### src/rtl/prog_cls_pkg.sv
package prog_cls_pkg;
  localparam int NUM_CFG = 4;

  typedef enum logic [1:0] {
    CFG_FULL    = 2'd0,
    CFG_HALF    = 2'd1,
    CFG_QUARTER = 2'd2,
    CFG_BYPASS  = 2'd3
  } l2_cfg_e;

  typedef enum logic [1:0] {
    TYPE_NONE  = 2'd0,
    TYPE_SMALL = 2'd1,
    TYPE_MID   = 2'd2,
    TYPE_LARGE = 2'd3
  } prog_type_e;

  function automatic l2_cfg_e type_to_cfg(prog_type_e t);
    case (t)
      TYPE_SMALL: return CFG_BYPASS;
      TYPE_MID:   return CFG_QUARTER;
      default:    return CFG_FULL;
    endcase
  endfunction
endpackage

### src/rtl/prog_hist_table.sv
module prog_hist_table
  import prog_cls_pkg::*;
#(
  parameter int N_PROG = 8,
  parameter int TIME_W = 32,
  localparam int IDX_W = $clog2(N_PROG)
) (
  input  logic              clk_i,
  input  logic              rst_ni,
  input  logic [IDX_W-1:0]  idx_i,
  input  logic              clr_i,
  input  logic              wr_i,
  input  logic [TIME_W-1:0] time_i,
  input  prog_type_e        new_type_i,
  output logic [TIME_W-1:0] slot_o [NUM_CFG],
  output logic [1:0]        ptr_o,
  output logic              cls_o,
  output prog_type_e        type_o
);
  logic [TIME_W-1:0] slot_q [N_PROG][NUM_CFG];
  logic [1:0]        ptr_q  [N_PROG];
  logic              cls_q  [N_PROG];
  prog_type_e        type_q [N_PROG];

  for (genvar g = 0; g < N_PROG; g++) begin : g_entry
    logic sel, wr;
    assign sel = (idx_i == IDX_W'(g));
    assign wr  = sel & wr_i & ~clr_i & ~cls_q[g];

    always_ff @(posedge clk_i or negedge rst_ni) begin
      if (!rst_ni) begin
        ptr_q[g]  <= '0;
        cls_q[g]  <= 1'b0;
        type_q[g] <= TYPE_NONE;
      end else if (sel && clr_i) begin
        ptr_q[g]  <= '0;
        cls_q[g]  <= 1'b0;
        type_q[g] <= TYPE_NONE;
      end else if (wr) begin
        ptr_q[g] <= ptr_q[g] + 2'd1;
        if (ptr_q[g] == 2'(NUM_CFG - 1)) begin
          cls_q[g]  <= 1'b1;
          type_q[g] <= new_type_i;
        end
      end
    end

    for (genvar c = 0; c < NUM_CFG; c++) begin : g_slot
      always_ff @(posedge clk_i or negedge rst_ni) begin
        if (!rst_ni)                              slot_q[g][c] <= '0;
        else if (wr && ptr_q[g] == 2'(c))         slot_q[g][c] <= time_i;
      end
    end
  end

  for (genvar c = 0; c < NUM_CFG; c++) begin : g_rd
    assign slot_o[c] = slot_q[idx_i][c];
  end
  assign ptr_o  = ptr_q[idx_i];
  assign cls_o  = cls_q[idx_i];
  assign type_o = type_q[idx_i];
endmodule

### src/rtl/prog_type_decider.sv
module prog_type_decider
  import prog_cls_pkg::*;
#(
  parameter int TIME_W = 32,
  localparam int EXT_W = TIME_W + 4
) (
  input  logic [TIME_W-1:0] t_i [NUM_CFG],
  output prog_type_e        type_o
);
  localparam logic [EXT_W-1:0] NUM = EXT_W'(11);
  localparam logic [EXT_W-1:0] DEN = EXT_W'(10);

  logic [EXT_W-1:0] lim;
  logic [NUM_CFG-1:1] in_band;

  assign lim = EXT_W'(t_i[0]) * NUM;

  // ratio t/t_full <= 1.1 without division; shorter times pass too
  for (genvar k = 1; k < NUM_CFG; k++) begin : g_band
    assign in_band[k] = (EXT_W'(t_i[k]) * DEN) <= lim;
  end

  always_comb begin
    if (&in_band)                       type_o = TYPE_SMALL;
    else if (in_band[1] && in_band[2])  type_o = TYPE_MID;
    else                                type_o = TYPE_LARGE;
  end
endmodule

### src/rtl/prog_mc_policy.sv
module prog_mc_policy
  import prog_cls_pkg::*;
#(
  parameter int CNT_W = 32,
  localparam int EXT_W = CNT_W + 8
) (
  input  prog_type_e       type_i,
  input  logic [CNT_W-1:0] miss_i,
  input  logic [CNT_W-1:0] instr_i,
  output logic             bypass_o
);
  localparam logic [EXT_W-1:0] SCALE = EXT_W'(200);
  logic heavy;

  // miss/instr > 0.005  <=>  200*miss > instr
  assign heavy    = (EXT_W'(miss_i) * SCALE) > EXT_W'(instr_i);
  assign bypass_o = (type_i == TYPE_SMALL) || ((type_i == TYPE_MID) && !heavy);
endmodule

### src/rtl/prog_type_classifier.sv
module prog_type_classifier
  import prog_cls_pkg::*;
#(
  parameter int N_PROG = 8,
  parameter int TIME_W = 32,
  parameter int CNT_W  = 32,
  localparam int IDX_W = $clog2(N_PROG)
) (
  input  logic              clk_i,
  input  logic              rst_ni,
  input  logic [IDX_W-1:0]  prog_i,
  input  logic              start_i,
  input  logic              done_i,
  input  logic [TIME_W-1:0] time_i,
  input  logic              clear_i,
  input  logic [CNT_W-1:0]  miss_i,
  input  logic [CNT_W-1:0]  instr_i,
  output logic [1:0]        cfg_o,
  output logic [1:0]        type_o,
  output logic              valid_o,
  output logic              mc_bypass_o
);
  logic [TIME_W-1:0] slot [NUM_CFG];
  logic [TIME_W-1:0] dec_t [NUM_CFG];
  logic [1:0]        ptr;
  logic              cls;
  prog_type_e        ent_type, new_type;
  logic              pol_bypass;

  prog_hist_table #(.N_PROG(N_PROG), .TIME_W(TIME_W)) u_table (
    .clk_i, .rst_ni,
    .idx_i(prog_i), .clr_i(clear_i), .wr_i(done_i), .time_i,
    .new_type_i(new_type),
    .slot_o(slot), .ptr_o(ptr), .cls_o(cls), .type_o(ent_type)
  );

  // last slot comes straight from the completing run
  for (genvar c = 0; c < NUM_CFG; c++) begin : g_dec
    if (c == NUM_CFG - 1) begin : g_new
      assign dec_t[c] = time_i;
    end else begin : g_old
      assign dec_t[c] = slot[c];
    end
  end

  prog_type_decider #(.TIME_W(TIME_W)) u_decide (
    .t_i(dec_t), .type_o(new_type)
  );

  prog_mc_policy #(.CNT_W(CNT_W)) u_policy (
    .type_i(ent_type), .miss_i, .instr_i, .bypass_o(pol_bypass)
  );

  always_ff @(posedge clk_i or negedge rst_ni) begin
    if (!rst_ni) begin
      cfg_o       <= CFG_FULL;
      type_o      <= TYPE_NONE;
      valid_o     <= 1'b0;
      mc_bypass_o <= 1'b0;
    end else if (start_i) begin
      if (cls) begin
        cfg_o       <= type_to_cfg(ent_type);
        type_o      <= ent_type;
        valid_o     <= 1'b1;
        mc_bypass_o <= pol_bypass;
      end else begin
        cfg_o       <= ptr;
        type_o      <= TYPE_NONE;
        valid_o     <= 1'b0;
        mc_bypass_o <= 1'b0;
      end
    end
  end
endmodule

### config.mk
export PLATFORM = sky130hd
export DESIGN_NAME = prog_type_classifier
export DESIGN_NICKNAME = d
export VERILOG_FILES = /design/src/rtl/prog_cls_pkg.sv /design/src/rtl/prog_hist_table.sv /design/src/rtl/prog_type_decider.sv /design/src/rtl/prog_mc_policy.sv /design/src/rtl/prog_type_classifier.sv
export SDC_FILE = /design/constraint.sdc
export NUM_CORES = 2
export LEC_CHECK = 0
export BUFFER_PORTS_ARGS = -buffer_cell sky130_fd_sc_hd__buf_2
export CAP_MARGIN = 5
export CORE_MARGIN = 1
export CORE_UTILIZATION = 63
export DETAILED_ROUTE_END_ITERATION = 10
export MAX_ROUTING_LAYER = met4
export PLACE_DENSITY = 0.8
export SYNTH_ARGS = -nofsm -noshare
export SYNTH_HDL_FRONTEND = slang
export SYNTH_SLANG_ARGS = --single-unit
### constraint.sdc
create_clock -name clk_i -period 8.5 [get_ports clk_i]
set_input_delay 0.425 -clock clk_i [delete_from_list [all_inputs] [get_ports clk_i]]
set_output_delay 0.425 -clock clk_i [all_outputs]
set_load 0.005 [all_outputs]
==> impl_metrics.xml <==
<?xml version="1.0" encoding="UTF-8"?>
<metrics>
  <group name="sta">
    <metric name="worst-slew-pin-transition" unit="ns">1.07</metric>
    <metric name="final_period_minus_worst_setup_slack" unit="ns">7.83</metric>
    <metric name="grt_setup_unrepaired" unit="">no</metric>
    <metric name="finalHoldViolCount" unit="">0</metric>
    <metric name="finalSetupViolCount" unit="">0</metric>
    <metric name="timing.final.max_slew_violations" unit="">0</metric>
    <metric name="timing.max_slew.rel_slack" unit="%">28.5</metric>
    <metric name="totalNegativeSetupSlack" unit="ns">0</metric>
    <metric name="finalCritPeriodShare" unit="%">92.1</metric>
    <metric name="fin_ws" unit="ns">0.673</metric>
    <metric name="clock_skew" unit="ns">0.0242</metric>
    <metric name="clock.fmax" unit="MHz">128</metric>
  </group>
  <group name="die">
    <metric name="floorplan.rows" unit="">104</metric>
    <metric name="die_height" unit="µm">288</metric>
    <metric name="floorplan.io_pins" unit="">110</metric>
    <metric name="chipWidth" unit="µm">288</metric>
    <metric name="design.core.area" unit="µm²">80800</metric>
    <metric name="start_util" unit="%">63.9</metric>
    <metric name="die_outline_area" unit="µm²">83100</metric>
  </group>
  <group name="detailed_routing">
    <metric name="drc" unit="">14</metric>
    <metric name="vias_per_cell" unit="">6.34</metric>
    <metric name="routed-via-count" unit="">34100</metric>
    <metric name="firstDrtPassIters" unit="">8</metric>
    <metric name="dr.first_iter.drc_count" unit="">2623</metric>
    <metric name="antenna_left" unit="">0</metric>
    <metric name="finalWirelength" unit="µm">126000</metric>
    <metric name="routedWlPerCell" unit="µm">23.4</metric>
  </group>
  <group name="cells_and_area">
    <metric name="layout_commonest_cell" unit="">mux2_2</metric>
    <metric name="flow.area_growth_from_synthesis" unit="%">8.94</metric>
    <metric name="stdcell_area" unit="µm²">56300</metric>
    <metric name="num-fill-cells" unit="">5561</metric>
    <metric name="layout_cells_sized_above_1" unit="%">32.3</metric>
    <metric name="num-nets-final" unit="">4921</metric>
    <metric name="layout_common_cells" unit="">851 x mux2_2, 814 x dfrtp_1, 511 x ha_1, 307 x inv_1, 196 x mux4_2</metric>
    <metric name="antenna-diode-count" unit="">0</metric>
  </group>
  <group name="run_status">
    <metric name="outcome" unit="">complete, but fails checks</metric>
    <metric name="failed_checks" unit="">DRC</metric>
  </group>
  <group name="global_route">
    <metric name="global_route_total_usage_across_every_layer" unit="%">31.8</metric>
    <metric name="grt_max_degree" unit="">190</metric>
    <metric name="gr-total-overflow" unit="">0</metric>
    <metric name="grt_antenna_before_repair" unit="">1</metric>
    <metric name="grt_pass1_vias" unit="">35000</metric>
    <metric name="grt_pass1_wl" unit="µm">198000</metric>
  </group>
  <group name="synth">
    <metric name="synth-async-reset-ratio" unit="%">100</metric>
    <metric name="syn-mean-instance-area" unit="µm²">12.3</metric>
    <metric name="synth_seq_area_share" unit="%">39.4</metric>
    <metric name="yosys_register_bits" unit="">814</metric>
    <metric name="synthesis.nets" unit="">4871</metric>
    <metric name="yosysUniqueCellTypes" unit="">87</metric>
    <metric name="synth_top_family_by_area" unit="">multiplexers</metric>
    <metric name="multiplexer_area_fraction_after_synthesis" unit="%">27.9</metric>
    <metric name="synth_compound_gate_area_share" unit="%">6.65</metric>
    <metric name="synthFlopType" unit="">dfrtp_1</metric>
    <metric name="synthSimpleGateAreaFrac" unit="%">5.01</metric>
    <metric name="syn_inst" unit="">4197</metric>
    <metric name="synth_enable_flop_cells" unit="">0</metric>
    <metric name="synth.area.top_cells" unit="">dfrtp_1 39%, mux2_2 19%, ha_1 12%, mux4_2 8.5%, fa_1 2.3%</metric>
    <metric name="area_share_of_the_largest_cell_type_after_synthesis" unit="%">39.4</metric>
    <metric name="post_synth_xor_xnor_area" unit="%">2.43</metric>
    <metric name="synth_warnings" unit="">0</metric>
    <metric name="synth_cell_area" unit="µm²">51600</metric>
    <metric name="netlist.top_cell.by_area" unit="">dfrtp_1</metric>
    <metric name="synth-adder-area-share" unit="%">14.7</metric>
  </group>
  <group name="worst_setup_path">
    <metric name="reg2reg_setup_slack" unit="ns">0.67</metric>
    <metric name="critical_path.max_stage_delay" unit="ns">0.66</metric>
    <metric name="worst_reg2reg_path_length_in_cells" unit="">27</metric>
    <metric name="critPathMaxFanout" unit="">8</metric>
    <metric name="start_kind" unit="">flop</metric>
    <metric name="r2r_start" unit="">u_table.slot_q[100]</metric>
    <metric name="timing_worst_setup_path_type" unit="">flop to flop</metric>
    <metric name="reg2reg_to" unit="">u_table.type_q[5]</metric>
    <metric name="cp_data_arrival_time" unit="ns">8.34</metric>
    <metric name="crit_start" unit="">u_table.slot_q[100]</metric>
    <metric name="critPathSlowestCell" unit="">a2111oi_0</metric>
    <metric name="worstPathRequired" unit="ns">9.01</metric>
    <metric name="crit_path_end_kind" unit="">flop</metric>
    <metric name="setup.worst_path.end" unit="">u_table.type_q[5]</metric>
    <metric name="path_common_cell" unit="">ha_1</metric>
  </group>
  <group name="power">
    <metric name="cellPowerDensity" unit="nW/µm²">340</metric>
    <metric name="ir_drop" unit="mV">0.257</metric>
    <metric name="pleak" unit="nW">28.4</metric>
  </group>
  <group name="job">
    <metric name="drv_cap" unit="">0</metric>
  </group>
  <group name="clocking">
    <metric name="clock_buffer_count_from_cts" unit="">85</metric>
    <metric name="root_buffer" unit="">clkbuf_16</metric>
    <metric name="cts_num_sinks" unit="">814</metric>
    <metric name="cts_resized" unit="">0</metric>
    <metric name="ctsLongestPathBuffers" unit="">3</metric>
    <metric name="clk_pin_slew" unit="ns">0.06</metric>
    <metric name="worstSkewPairLatency" unit="ns">0.65</metric>
    <metric name="cts_setup_buffers" unit="">0</metric>
    <metric name="tritoncts" unit="">built</metric>
    <metric name="htreeDepth" unit="">3</metric>
  </group>
  <group name="placement">
    <metric name="dpl-instance-area" unit="µm²">53300</metric>
    <metric name="dpl_worst_slack" unit="ns">0.210</metric>
    <metric name="gpl.final_weighted_congestion" unit="">0.974</metric>
    <metric name="hpwl" unit="µm">84900</metric>
    <metric name="io_buffer_count" unit="">109</metric>
  </group>
  <group name="worst_hold_path">
    <metric name="worst_hold_path_type" unit="">input pin to flop</metric>
  </group>
</metrics>
-- flip-flops by register name, summed over array words and instances, names as in the netlist --
register,flops
u_table.slot_q,768
u_table.ptr_q,16
u_table.type_q,16
u_table.cls_q,8
cfg_o,2
type_o,2
mc_bypass_o,1
valid_o,1
-- stage by stage --
step	instances	hold WS, ns	total power, mW	utilization, %
2_1_floorplan	4197	0.129	12.5	-
3_3_place_gp	5219	0.480	14.8	66.0
3_5_place_dp	5219	0.487	15.1	66.0
4_1_cts	5375	0.0495	19.0	69.6
5_1_grt	5375	0.0957	20.5	69.6
6_report	5375	0.0765	19.1	69.6
-- Yosys cell counts (4+ instances only) --
cell type	n
mux2_2	851
dfrtp_1	814
ha_1	511
inv_1	307
mux4_2	196
a21oi_1	173
nand2_1	148
nor2_1	137
clkbuf_1	106
xnor2_1	97
o21ai_0	84
buf_1	76
a21o_1	72
fa_1	59
nand3_1	53
xor2_1	46
nand4_1	35
mux2i_1	34
nand2b_1	34
nor3_1	31
o21ai_1	30
nor2b_1	26
o21bai_1	24
a211oi_1	23
o21a_1	23
buf_2	19
o211ai_1	14
a31oi_1	13
and2_1	13
and3_1	12
nor4_1	10
a211o_1	9
and4_1	7
a2111oi_0	6
or3_1	6
o31ai_1	5
a221oi_1	4
o211a_1	4
o22ai_1	4
o31a_1	4
o32ai_1	4
o41ai_1	4
or2_2	4
-- repair_timing --
action / in CTS / in global routing
hold buffers: 1 / 0
endpoints found under the hold margin: 111 / 0
setup endpoints to repair: 0 / 0
-- how the worst min path moves through the flow --
stage               cells after the start             endpoint  slack, ns                 from
global placement                        1  u_table.slot_q[864]       0.48  u_table.slot_q[864]
detailed placement                      1  u_table.slot_q[692]       0.49  u_table.slot_q[692]
CTS                                     2              valid_o       0.05              start_i
global route                            2              valid_o        0.1              start_i
floorplan                               0             cfg_o[0]       0.13               rst_ni
finish                                  2              valid_o       0.08              start_i
-- metal layers --
metal  part of all wire [%]  global-route usage (%)  up-vias
li1                       -                       -    15400
met2                     48                    50.4      854
met1                     44                    43.7    17600
met5                      0                       -        -
met4                    2.6                    8.94        0
met3                    4.9                    3.69      211
-- area by class of cell --
| type | count | area (µm²) | share of cell area (%) |
|---|---|---|---|
| Sequential cell | 814 | 20400 | 36.2 |
| Clock buffer | 134 | 2630 | 4.68 |
| Multi-Input combinational cell | 2870 | 29400 | 52.2 |
| Clock inverter | 21 | 285 | 0.507 |
| Tap cell | 1060 | 1330 | 2.36 |
| Inverter | 308 | 1160 | 2.06 |
| Timing Repair Buffer | 168 | 1130 | 2.00 |
-- cells by family after synthesis --
| family | count (synthesis) |
|---|---|
| XOR/XNOR | 143 |
| adder cells (fa/ha/maj) | 572 |
| flip-flops | 814 |
| multiplexers | 1086 |
| AND/OR/NAND/NOR | 533 |
| buffers and inverters | 513 |
| AO/OA/AOI/OAI | 536 |
-- power breakdown --
group / switching [mW] / internal (mW) / total (mW)
logic: 5.67 / 4.42 / 10.1
registers: 0.470 / 4.74 / 5.21
clock network: 1.57 / 2.26 / 3.83
-- worst max-delay path: cells and delay by family, from the launching register on --
family          cells  cell delay, ns
fa+ha+maj           5            1.69
flops               1            0.40
mux                 2            0.82
buf+inv             3            0.27
xor+xnor            1            0.39
compound gates     14            3.61
simple gates        2            0.51
Note: power is estimated with default switching activity, not from simulation.
